--- src/rtl/rfq_pkg.sv ---
// Package rfq_pkg
// Shared definitions for the receive frame queue: positions of the
// write-1-to-clear strobes on the flag_clr port.
// Assumes the flag_clr port is exactly FLAG_N bits wide.
package rfq_pkg;
    localparam int FLAG_N    = 3;
    localparam int FLG_AVAIL = 0;
    localparam int FLG_WARN  = 1;
    localparam int FLG_OVF   = 2;

    typedef logic [FLAG_N-1:0] flag_vec_t;
endpackage

--- src/rtl/rfq_store.sv ---
// Module rfq_store
// Circular storage for DEPTH frames of FRAME_W bits. It writes at the tail
// pointer on push, advances the head pointer on pop, and shows the entry at
// the head pointer on dout.
// Assumes: push and pop were already qualified by the occupancy logic, so
// no overflow or underflow can reach this module. flush resets both pointers.
module rfq_store #(
    parameter int DEPTH   = 6,
    parameter int FRAME_W = 109
) (
    input  logic               clk,
    input  logic               rst_n,
    input  logic               flush,
    input  logic               push,
    input  logic               pop,
    input  logic [FRAME_W-1:0] din,
    output logic [FRAME_W-1:0] dout
);
    localparam int PTR_W = (DEPTH > 1) ? $clog2(DEPTH) : 1;
    localparam logic [PTR_W-1:0] LAST = PTR_W'(DEPTH - 1);

    logic [PTR_W-1:0]   wr_ptr;
    logic [PTR_W-1:0]   rd_ptr;
    logic [FRAME_W-1:0] slot [DEPTH];

    function automatic logic [PTR_W-1:0] bump(input logic [PTR_W-1:0] p);
        return (p == LAST) ? '0 : p + 1'b1;
    endfunction

    // Purpose: advance the tail and head pointers, wrapping at DEPTH.
    always_ff @(posedge clk) begin
        if (!rst_n || flush) begin
            wr_ptr <= '0;
            rd_ptr <= '0;
        end else begin
            if (push) wr_ptr <= bump(wr_ptr);
            if (pop)  rd_ptr <= bump(rd_ptr);
        end
    end

    // One register per slot, loaded only when the tail points at it.
    for (genvar i = 0; i < DEPTH; i++) begin : g_slot
        // Purpose: capture an incoming frame into slot i.
        always_ff @(posedge clk) begin
            if (!rst_n) begin
                slot[i] <= '0;
            end else if (push && wr_ptr == PTR_W'(i)) begin
                slot[i] <= din;
            end
        end
    end

    // Purpose: present the frame at the head pointer.
    always_comb dout = slot[rd_ptr];

    // both pointers stay inside the storage range
    a_r2_ptr_range: assert property (@(posedge clk) disable iff (!rst_n)
        (wr_ptr <= LAST) && (rd_ptr <= LAST));
endmodule

--- src/rtl/rfq_occupancy.sv ---
// Module rfq_occupancy
// Tracks how many frames are held. It decides whether a write is accepted
// or dropped and whether a pop request takes effect, and it flags the step
// into the warning level.
// Assumes: one pop and one write at most per cycle. The pop is resolved
// before the write, so a full queue can accept a write in the same cycle
// as a pop.
module rfq_occupancy #(
    parameter int DEPTH      = 6,
    parameter int WARN_LEVEL = 5
) (
    input  logic                       clk,
    input  logic                       rst_n,
    input  logic                       enable,
    input  logic                       wr_req,
    input  logic                       pop_req,
    output logic                       push,
    output logic                       pop,
    output logic                       drop,
    output logic                       reach_warn,
    output logic                       nonempty,
    output logic [$clog2(DEPTH+1)-1:0] count
);
    localparam int CNT_W = $clog2(DEPTH + 1);
    localparam logic [CNT_W-1:0] FULL_CNT = CNT_W'(DEPTH);
    localparam logic [CNT_W-1:0] PRE_WARN = CNT_W'(WARN_LEVEL - 1);

    logic room;

    // Purpose: qualify pop, then write acceptance, against the current count.
    always_comb begin
        nonempty   = (count != '0);
        pop        = enable && pop_req && nonempty;
        room       = (count != FULL_CNT) || pop;
        push       = enable && wr_req && room;
        drop       = enable && wr_req && !room;
        reach_warn = push && !pop && (count == PRE_WARN);
    end

    // Purpose: hold the frame count; cleared by reset or by disable.
    always_ff @(posedge clk) begin
        if (!rst_n || !enable) begin
            count <= '0;
        end else begin
            case ({push, pop})
                2'b10:   count <= count + 1'b1;
                2'b01:   count <= count - 1'b1;
                default: count <= count;
            endcase
        end
    end

    // count never exceeds capacity
    a_r2_bound: assert property (@(posedge clk) disable iff (!rst_n)
        count <= FULL_CNT);
    // an effective pop alone lowers the count by one
    a_r4_pop_dec: assert property (@(posedge clk) disable iff (!rst_n)
        (enable && pop_req && nonempty && !wr_req) |=> (count == $past(count) - 1'b1));
    // pop plus write on a full queue keeps it full
    a_r8_swap_full: assert property (@(posedge clk) disable iff (!rst_n)
        (enable && wr_req && pop_req && count == FULL_CNT) |=> (count == FULL_CNT));
    // a pop request on an empty queue leaves it empty without a write
    a_r10_empty_pop: assert property (@(posedge clk) disable iff (!rst_n)
        (count == '0 && pop_req && !wr_req) |=> (count == '0));
endmodule

--- src/rtl/rfq_irq_flags.sv ---
// Module rfq_irq_flags
// Keeps the two sticky interrupt flags, warning and overflow. Each flag is
// set by its event strobe and cleared by its own write-1 strobe. If both
// arrive in the same cycle, the set wins.
// Assumes: the event strobes are already qualified by the enable input.
// A low enable forces both flags low.
module rfq_irq_flags (
    input  logic clk,
    input  logic rst_n,
    input  logic enable,
    input  logic set_warn,
    input  logic set_ovf,
    input  logic clr_warn,
    input  logic clr_ovf,
    output logic warn,
    output logic ovf
);
    // Purpose: sticky warning flag with set-over-clear priority.
    always_ff @(posedge clk) begin
        if (!rst_n || !enable) warn <= 1'b0;
        else if (set_warn)     warn <= 1'b1;
        else if (clr_warn)     warn <= 1'b0;
    end

    // Purpose: sticky overflow flag with set-over-clear priority.
    always_ff @(posedge clk) begin
        if (!rst_n || !enable) ovf <= 1'b0;
        else if (set_ovf)      ovf <= 1'b1;
        else if (clr_ovf)      ovf <= 1'b0;
    end

    // a raised warning survives until its own clear
    a_r7_warn_sticky: assert property (@(posedge clk) disable iff (!rst_n)
        (warn && enable && !clr_warn) |=> warn);
    // a raised overflow survives until its own clear
    a_r7_ovf_sticky: assert property (@(posedge clk) disable iff (!rst_n)
        (ovf && enable && !clr_ovf) |=> ovf);
    // a clear with no coincident set drops the overflow flag
    a_r7_ovf_clear: assert property (@(posedge clk) disable iff (!rst_n)
        (clr_ovf && !set_ovf) |=> !ovf);
endmodule

--- src/rtl/rx_frame_queue.sv ---
// Module rx_frame_queue
// Top of the receive frame FIFO. Accepted frames are stored in arrival
// order, and the oldest one is shown on the head outputs. A clear of the
// frame-available flag pops the head frame. Sticky warning and overflow
// flags report the fill level.
// Assumes: frames arrive already filtered. flag_clr bits are one-cycle
// write-1 strobes (bit positions from rfq_pkg).
module rx_frame_queue
    import rfq_pkg::*;
#(
    parameter int DEPTH      = 6,
    parameter int WARN_LEVEL = 5,
    parameter int ID_W       = 29,
    parameter int CTRL_W     = 16,
    parameter int DATA_W     = 64
) (
    input  logic              clk,
    input  logic              rst_n,
    input  logic              q_enable,
    input  logic              wr_valid,
    input  logic [ID_W-1:0]   wr_id,
    input  logic [CTRL_W-1:0] wr_ctrl,
    input  logic [DATA_W-1:0] wr_data,
    input  logic [FLAG_N-1:0] flag_clr,
    output logic [ID_W-1:0]   head_id,
    output logic [CTRL_W-1:0] head_ctrl,
    output logic [DATA_W-1:0] head_data,
    output logic              irq_avail,
    output logic              irq_warn,
    output logic              irq_ovf
);
    localparam int FRAME_W = ID_W + CTRL_W + DATA_W;
    localparam int CNT_W   = $clog2(DEPTH + 1);

    logic               push;
    logic               pop;
    logic               drop;
    logic               reach_warn;
    logic               nonempty;
    logic [CNT_W-1:0]   count;
    logic [FRAME_W-1:0] frame_in;
    logic [FRAME_W-1:0] frame_head;
    logic [FRAME_W-1:0] frame_shown;

    // Purpose: pack the incoming frame fields into one storage word.
    always_comb frame_in = {wr_id, wr_ctrl, wr_data};

    rfq_occupancy #(
        .DEPTH      (DEPTH),
        .WARN_LEVEL (WARN_LEVEL)
    ) u_occ (
        .clk        (clk),
        .rst_n      (rst_n),
        .enable     (q_enable),
        .wr_req     (wr_valid),
        .pop_req    (flag_clr[FLG_AVAIL]),
        .push       (push),
        .pop        (pop),
        .drop       (drop),
        .reach_warn (reach_warn),
        .nonempty   (nonempty),
        .count      (count)
    );

    rfq_store #(
        .DEPTH   (DEPTH),
        .FRAME_W (FRAME_W)
    ) u_store (
        .clk   (clk),
        .rst_n (rst_n),
        .flush (!q_enable),
        .push  (push),
        .pop   (pop),
        .din   (frame_in),
        .dout  (frame_head)
    );

    rfq_irq_flags u_flags (
        .clk      (clk),
        .rst_n    (rst_n),
        .enable   (q_enable),
        .set_warn (reach_warn),
        .set_ovf  (drop),
        .clr_warn (flag_clr[FLG_WARN]),
        .clr_ovf  (flag_clr[FLG_OVF]),
        .warn     (irq_warn),
        .ovf      (irq_ovf)
    );

    // Purpose: show the head frame only while something is held.
    always_comb begin
        frame_shown = nonempty ? frame_head : '0;
        {head_id, head_ctrl, head_data} = frame_shown;
        irq_avail = nonempty;
    end

    // a write into a full queue without a pop raises overflow
    a_r5_overflow: assert property (@(posedge clk) disable iff (!rst_n)
        (q_enable && wr_valid && !flag_clr[FLG_AVAIL] && count == CNT_W'(DEPTH))
        |=> irq_ovf);
    // a dropped write leaves the head frame untouched
    a_r5_head_kept: assert property (@(posedge clk) disable iff (!rst_n)
        (q_enable && wr_valid && !flag_clr[FLG_AVAIL] && count == CNT_W'(DEPTH))
        |=> $stable(frame_shown));
    // a low enable empties the queue and lowers all flags
    a_r9_flush: assert property (@(posedge clk) disable iff (!rst_n)
        !q_enable |=> (!irq_avail && !irq_warn && !irq_ovf));
    // a write into an empty enabled queue raises frame-available next cycle
    a_r2_avail_rise: assert property (@(posedge clk) disable iff (!rst_n)
        (q_enable && wr_valid && !irq_avail) |=> irq_avail);
    // an empty queue shows a zero head
    a_r11_zero_head: assert property (@(posedge clk) disable iff (!rst_n)
        !irq_avail |-> (frame_shown == '0));
endmodule

--- config.mk ---
export PLATFORM = sky130hd
export DESIGN_NAME = rx_frame_queue
export DESIGN_NICKNAME = d
export VERILOG_FILES = /design/src/rtl/rfq_pkg.sv /design/src/rtl/rfq_store.sv /design/src/rtl/rfq_occupancy.sv /design/src/rtl/rfq_irq_flags.sv /design/src/rtl/rx_frame_queue.sv
export SDC_FILE = /design/constraint.sdc
export NUM_CORES = 1
export LEC_CHECK = 0
export BUFFER_PORTS_ARGS = -buffer_cell sky130_fd_sc_hd__buf_2
export CELL_PAD_IN_SITES_DETAIL_PLACEMENT = 1
export CELL_PAD_IN_SITES_GLOBAL_PLACEMENT = 1
export CORE_ASPECT_RATIO = 1.25
export CORE_UTILIZATION = 25
export CTS_CLUSTER_SIZE = 30
export DETAILED_ROUTE_END_ITERATION = 10
export PLACE_DENSITY = 0.54
export RECOVER_POWER = 50
export SLEW_MARGIN = 20
export SYNTH_ARGS = -nofsm -noshare
export SYNTH_HDL_FRONTEND = slang
export SYNTH_SLANG_ARGS = --single-unit
export TNS_END_PERCENT = 1
--- constraint.sdc ---
create_clock -name clk -period 19.15 [get_ports clk]
set_input_delay 2.8725 -clock clk [delete_from_list [all_inputs] [get_ports clk]]
set_output_delay 2.8725 -clock clk [all_outputs]
set_load 0.02 [all_outputs]
# Word-level counts from Yosys, hierarchy flattened
# Memory sizes are Yosys's and may differ from the RTL's. A register that Yosys moved wholly into a read port is not among the register bits.
# Cells that the tools add are included.
classes:
  n_reduce_logical: 24
  div: 0
  addsub: 4
  n_lt_le_gt_ge: 0
  shift: 0
  muxes: 35
  multipliers: 0
  eq_ne: 10
  bitwise_logic: 6
ops:
  columns: ["operator", "count"]
  rows:
  - ["$mux 109", 7]
  - ["$mux 1", 23]
  - ["$logic_and 1x1->1", 13]
  - ["$eq 3x3->1 const B", 4]
  - ["$mux 3", 4]
  - ["$add 3x1->3 const B", 3]
  - ["$eq 3x2->1 const B", 2]
  - ["$or 1x1->1", 6]
  - ["$pmux 3 s2", 1]
  - ["$reduce_bool 2->1", 3]
  - ["$logic_not 1->1", 4]
  - ["$eq 3x1->1 const B", 1]
  - ["$logic_not 3->1", 1]
  - ["$ne 3x3->1 const B", 1]
  - ["$reduce_bool 3->1", 1]
  - ["$sub 3x1->3 const B", 1]
  - ["$eq 2x1->1 const B", 1]
  - ["$eq 2x2->1 const B", 1]
  - ["$logic_or 1x1->1", 2]
word_totals:
  mem_count: 1
  regBits: 11
  ramBits: 654
  output_inout_bits: 112
  in_bits: 116
  latchBits: 0
  mem_bits_ro: 0
memory_table:
  columns: ["name", "depth", "width", "rd", "rd_clocked_by_memory_dff", "wr", "line", "source"]
  rows:
  - ["u_store.slot", 6, 109, 1, 1, 6, "rfq_store.sv:24", "logic [FRAME_W-1:0] slot [DEPTH];"]

# Logic depth before layout (Yosys ltp)
logic_depth:
  ltp_word: 9
  ltp_mapped: 8
  mapped_depth_nobuf: 6

# Hierarchy
# Synthesis repeated with hierarchy kept, for this count alone.
hier_totals:
  hier_cells: 1980
  hier_area_um2: 31197.4
modules_own_cells:
  columns: ["module", "instances", "cells_per_inst", "area_per_inst_um2"]
  rows:
  - ["rfq_store", 1, 1803, 29986.3]
  - ["rx_frame_queue", 1, 122, 797.0]
  - ["rfq_occupancy", 1, 46, 340.3]
  - ["rfq_irq_flags", 1, 9, 73.8]

# Least setup slack after synthesis
# No wires, ideal clock.
synth_path:
  kind: "in2reg"
  startpoint: "input flag_clr[0]"
  endpoint: "memory u_store.slot[4][0], enable pin"
  arrival_time_ns: 14.100
  stages: 3
  required_time_ns: 18.278
  path_slack_ns: 4.178
  n_path_buf: 0
  cell_sequence: "nand4bb_2 -> nand2_4 -> o41ai_1"
synth_rtl:
  columns: ["element", "line", "source"]
  rows:
  - ["start: declaration", "rx_frame_queue.sv:24", "input logic [FLAG_N-1:0] flag_clr,"]
  - ["end: declaration", "rfq_store.sv:24", null]

==> metrics.md <==
| Metric | Value |
|---|---|
| Drt pass-1 iters | `4` |
| Grt ovf | `0` |
| Reg2Reg Setup Slack | `12.99 ns` |
| DR WL met3 | `3770 um` |
| CTS tree | `done` |
| Failing checks | `max-capacitance violations, max-slew violations` |
| Initial Utilization | `between 20% and 30%` |
| Clock Skews | `0.0314 ns` |
| Max Used Layer | `met5` |
| IO Port Bufs | `roughly 230` |
| Antenna violations before repair | `20` |
| Drt first-iter violations | `roughly 1100` |
| Global-route wire length before repair | `128000 um` |
| Final Hold Vio Count | `0` |
| Syn avg cell area | `15.2 um^2` |
| DIE WIDTH | `about 310 um` |
| WS Path Type | `primary input to register` |
| Net count of the finished layout | `between 2000 and 2500` |
| Crit path capture | `u_store.slot[3][5]$_SDFFCE_PN0P_` |
| Total GRT Usage | `14.5%` |
| DRC | `0` |
| Most frequent cells in the layout | `654 x edfxtp_1, 411 x and2_1, 244 x and2_0, 223 x buf_2, 115 x nor2_1` |
| Largest net degree at the start of global routing | `around 100` |
| Netlist cell types | `46` |
| Final period util | `between 40% and 50%` |
| Design Power | `3.23 mW` |
| Commonest non-fill, non-tap cell in the layout | `edfxtp_1` |
| Dpl hpwl | `slightly below 50000 um` |
| Number of post-CTS setup repair buffers | `0` |
| Worst skew pair latency | `~0.7 ns` |
| Layout cells sized above 1 | `a little over a fifth` |
| CTS Hold Bufs | `0` |
| Resize count post-CTS | `0` |
| Final min period | `just over 8 ns` |
| Crit path capture type | `register` |
| Wl on met1 | `roughly 39000 um` |
| Die Y | `just under 400 um` |
| RSZ-0062 raised after global routing | `false` |
| Ys flop type | `edfxtp_1` |
| Reg area | `~20000 um^2` |
| Wire per inst | `around 23 um` |
| Final Max Tran Viols | `between 700 and 800` |
| FP Rows | `~140` |
| Core Region | `between 100000 and 150000 um^2` |
| GP Congestion | `around 0.7` |
| Status | `finished with violations` |
| VDD IR max | `0.0632 mV` |
| Max-cap viol count | `16` |
| Netlist Area Pre-Place | `around 30000 um^2` |
| Synthesized instance count | `between 1500 and 2000` |
| Setup violators final | `0` |
| Hold WC Path Type | `register to register` |
| Fmax | `between 100 and 150 MHz` |
| CP arrival | `approximately 8.4 ns` |
| Via density | `between 4 and 5` |
| Register area share after synthesis | `66.3%` |
| CTS Root Cell | `clkbuf_16` |
| Flops & latches, synth | `about 670` |
| Least-Margin Pin Slew | `between 4 and 5 ns` |
| Synthesized Nets | `~2100` |
| Req. time, crit path | `19.42 ns` |
| Clock sinks | `668` |
| Setup_tns | `0 ns` |
| CTS H-tree depth | `3` |
| Clk pin slew, worst setup/hold paths | `0.06 ns` |
| Yosys warning count | `0` |
| I/O pins | `~230` |
| Max clock buf depth | `3` |
| Crit path from | `flag_clr[0]` |
| Pwr Density | `approximately 92 nW/um^2` |
| Vias in the first global route | `about 19000` |
| Max transition margin | `-199%` |
| Pleak | `between 10 and 15 nW` |
| Worst R2R Path Depth | `6` |
| Multi-input gate area in the final layout | `between 9000 and 10000 um^2` |
| Worst setup SP type | `primary input` |
| EDFF count, synth | `roughly 650` |
| Routed met2 length | `43200 um` |
| FF-to-FF End | `u_store.slot[3][5]$_SDFFCE_PN0P_` |
| Synthesis-to-finish area growth | `16.5%` |
| Reg2Reg Launch Point | `u_occ.count[0]$_SDFFE_PP0P_` |
| Detailed Route WL | `around 88000 um` |
| Inserted Clock Buffers | `76` |
| Crit-path max FO | `55` |
| Die area | `between 100000 and 150000 um^2` |
| Via count | `around 17000` |
| FILL cells | `12600` |
| Share of async-settable or async-resettable flops after synthesis | `0%` |
| Remaining antenna violation count | `0` |
-- sequential cells by signal, summed over array words and instances, names as in the netlist, named ones only --
signal and count:
u_flags.ovf 1, u_store.wr_ptr 3, u_store.slot 654, u_occ.count 3, u_store.rd_ptr 3, u_flags.warn 1
-- layer usage --
| layer | up-vias | GRT usage, % |
|---|---|---|
| met1 | 8995 | 18.3 |
| met5 | - | 0 |
| met2 | 370 | 24.7 |
| met4 | 10 | 4.97 |
| met3 | 137 | 2.58 |
| li1 | 7679 | - |
-- power breakdown --
part	switching (mW)	internal (mW)
clock	0.622	0.781
sequential	0.0152	1.66
combinational	0.104	0.0453
-- critical path: stages --
cell and delay, ns:
clkbuf_1 0.22, and4bb_4 0.29, nor2_1 0.36, nand2_1 0.18, nand2_4 0.09, clkbuf_1 3.13
buf_4 1.16
-- how the worst min path moves through the flow --
stage          cells after the start                           start  slack (ns)                         to
2_1_floorplan                      2  u_store.rd_ptr[2]$_SDFFE_PP0N_        0.45                   register
3_3_place_gp                       2  u_store.rd_ptr[2]$_SDFFE_PP0N_        0.46                   register
3_5_place_dp                       2       u_flags.warn$_SDFFE_PP0P_        0.47  u_flags.warn$_SDFFE_PP0P_
4_1_cts                            2       u_flags.warn$_SDFFE_PP0P_        0.48  u_flags.warn$_SDFFE_PP0P_
5_1_grt                            2       u_flags.warn$_SDFFE_PP0P_        0.51  u_flags.warn$_SDFFE_PP0P_
6_report                           2       u_flags.warn$_SDFFE_PP0P_        0.48  u_flags.warn$_SDFFE_PP0P_
-- synth_stat cells, types with 2 or more instances --
library cell	number	area [um^2]
and2_1	655	4100
edfxtp_1	654	19600
nor2_1	114	428
a211oi_1	109	818
mux2i_1	109	1090
mux4_2	109	2450
clkbuf_1	91	342
buf_2	21	105
dfxtp_1	14	280
buf_4	11	82.6
buf_6	11	124
nand2_1	11	41.3
a21oi_1	9	45.0
buf_1	9	33.8
inv_1	5	18.8
o21ai_0	5	25.0
or3_1	4	25.0
clkbuf_2	3	15.0
nor3_1	3	15.0
nor4_4	3	63.8
nand2b_1	2	12.5
nand3_1	2	10.0
nand4_1	2	12.5
nor2_4	2	22.5
xnor2_1	2	17.5
-- final cells by class --
class / instances / share of cell area [%]
timing repair buffer: 261 / 3.86
clock inverter: 39 / 0.944
clock buffer: 98 / 5.79
tap: 1573 / 5.63
antenna: 5 / 0.0358
inverter: 5 / 0.0536
sequential: 668 / 57.0
multi-input combinational: 1162 / 26.7
-- logic make-up (layout without fill, tap and decap cells) --
kind of cell / after synthesis / in the layout / synth area share, %
xor+xnor: 2 / 2 / 0.0583
flops: 668 / 668 / 66.3
mux: 218 / 218 / 11.8
fa+ha+maj: 2 / 2 / 0.108
buf+inv: 151 / 403 / 2.40
other cells: 0 / 5 / 0
simple gates: 810 / 810 / 16.2
compound gates: 130 / 130 / 3.15
-- stage by stage --
| stage | instance area, um^2 | worst slack, ns | utilization [%] | hold WS, ns | std cells |
|---|---|---|---|---|---|
| after floorplan | 30000 | 4.18 | - | 0.454 | 1981 |
| after global placement | 32800 | 12.77 | 27.6 | 0.459 | 3669 |
| after detailed placement | 32800 | 12.74 | 27.6 | 0.472 | 3669 |
| after CTS | 35100 | 12.00 | 29.6 | 0.483 | 3806 |
| after global routing | 35000 | 10.50 | 29.5 | 0.510 | 3807 |
| final | 35000 | 11.04 | 29.5 | 0.479 | 3811 |
No activity file was read; power rests on OpenSTA's default activity.
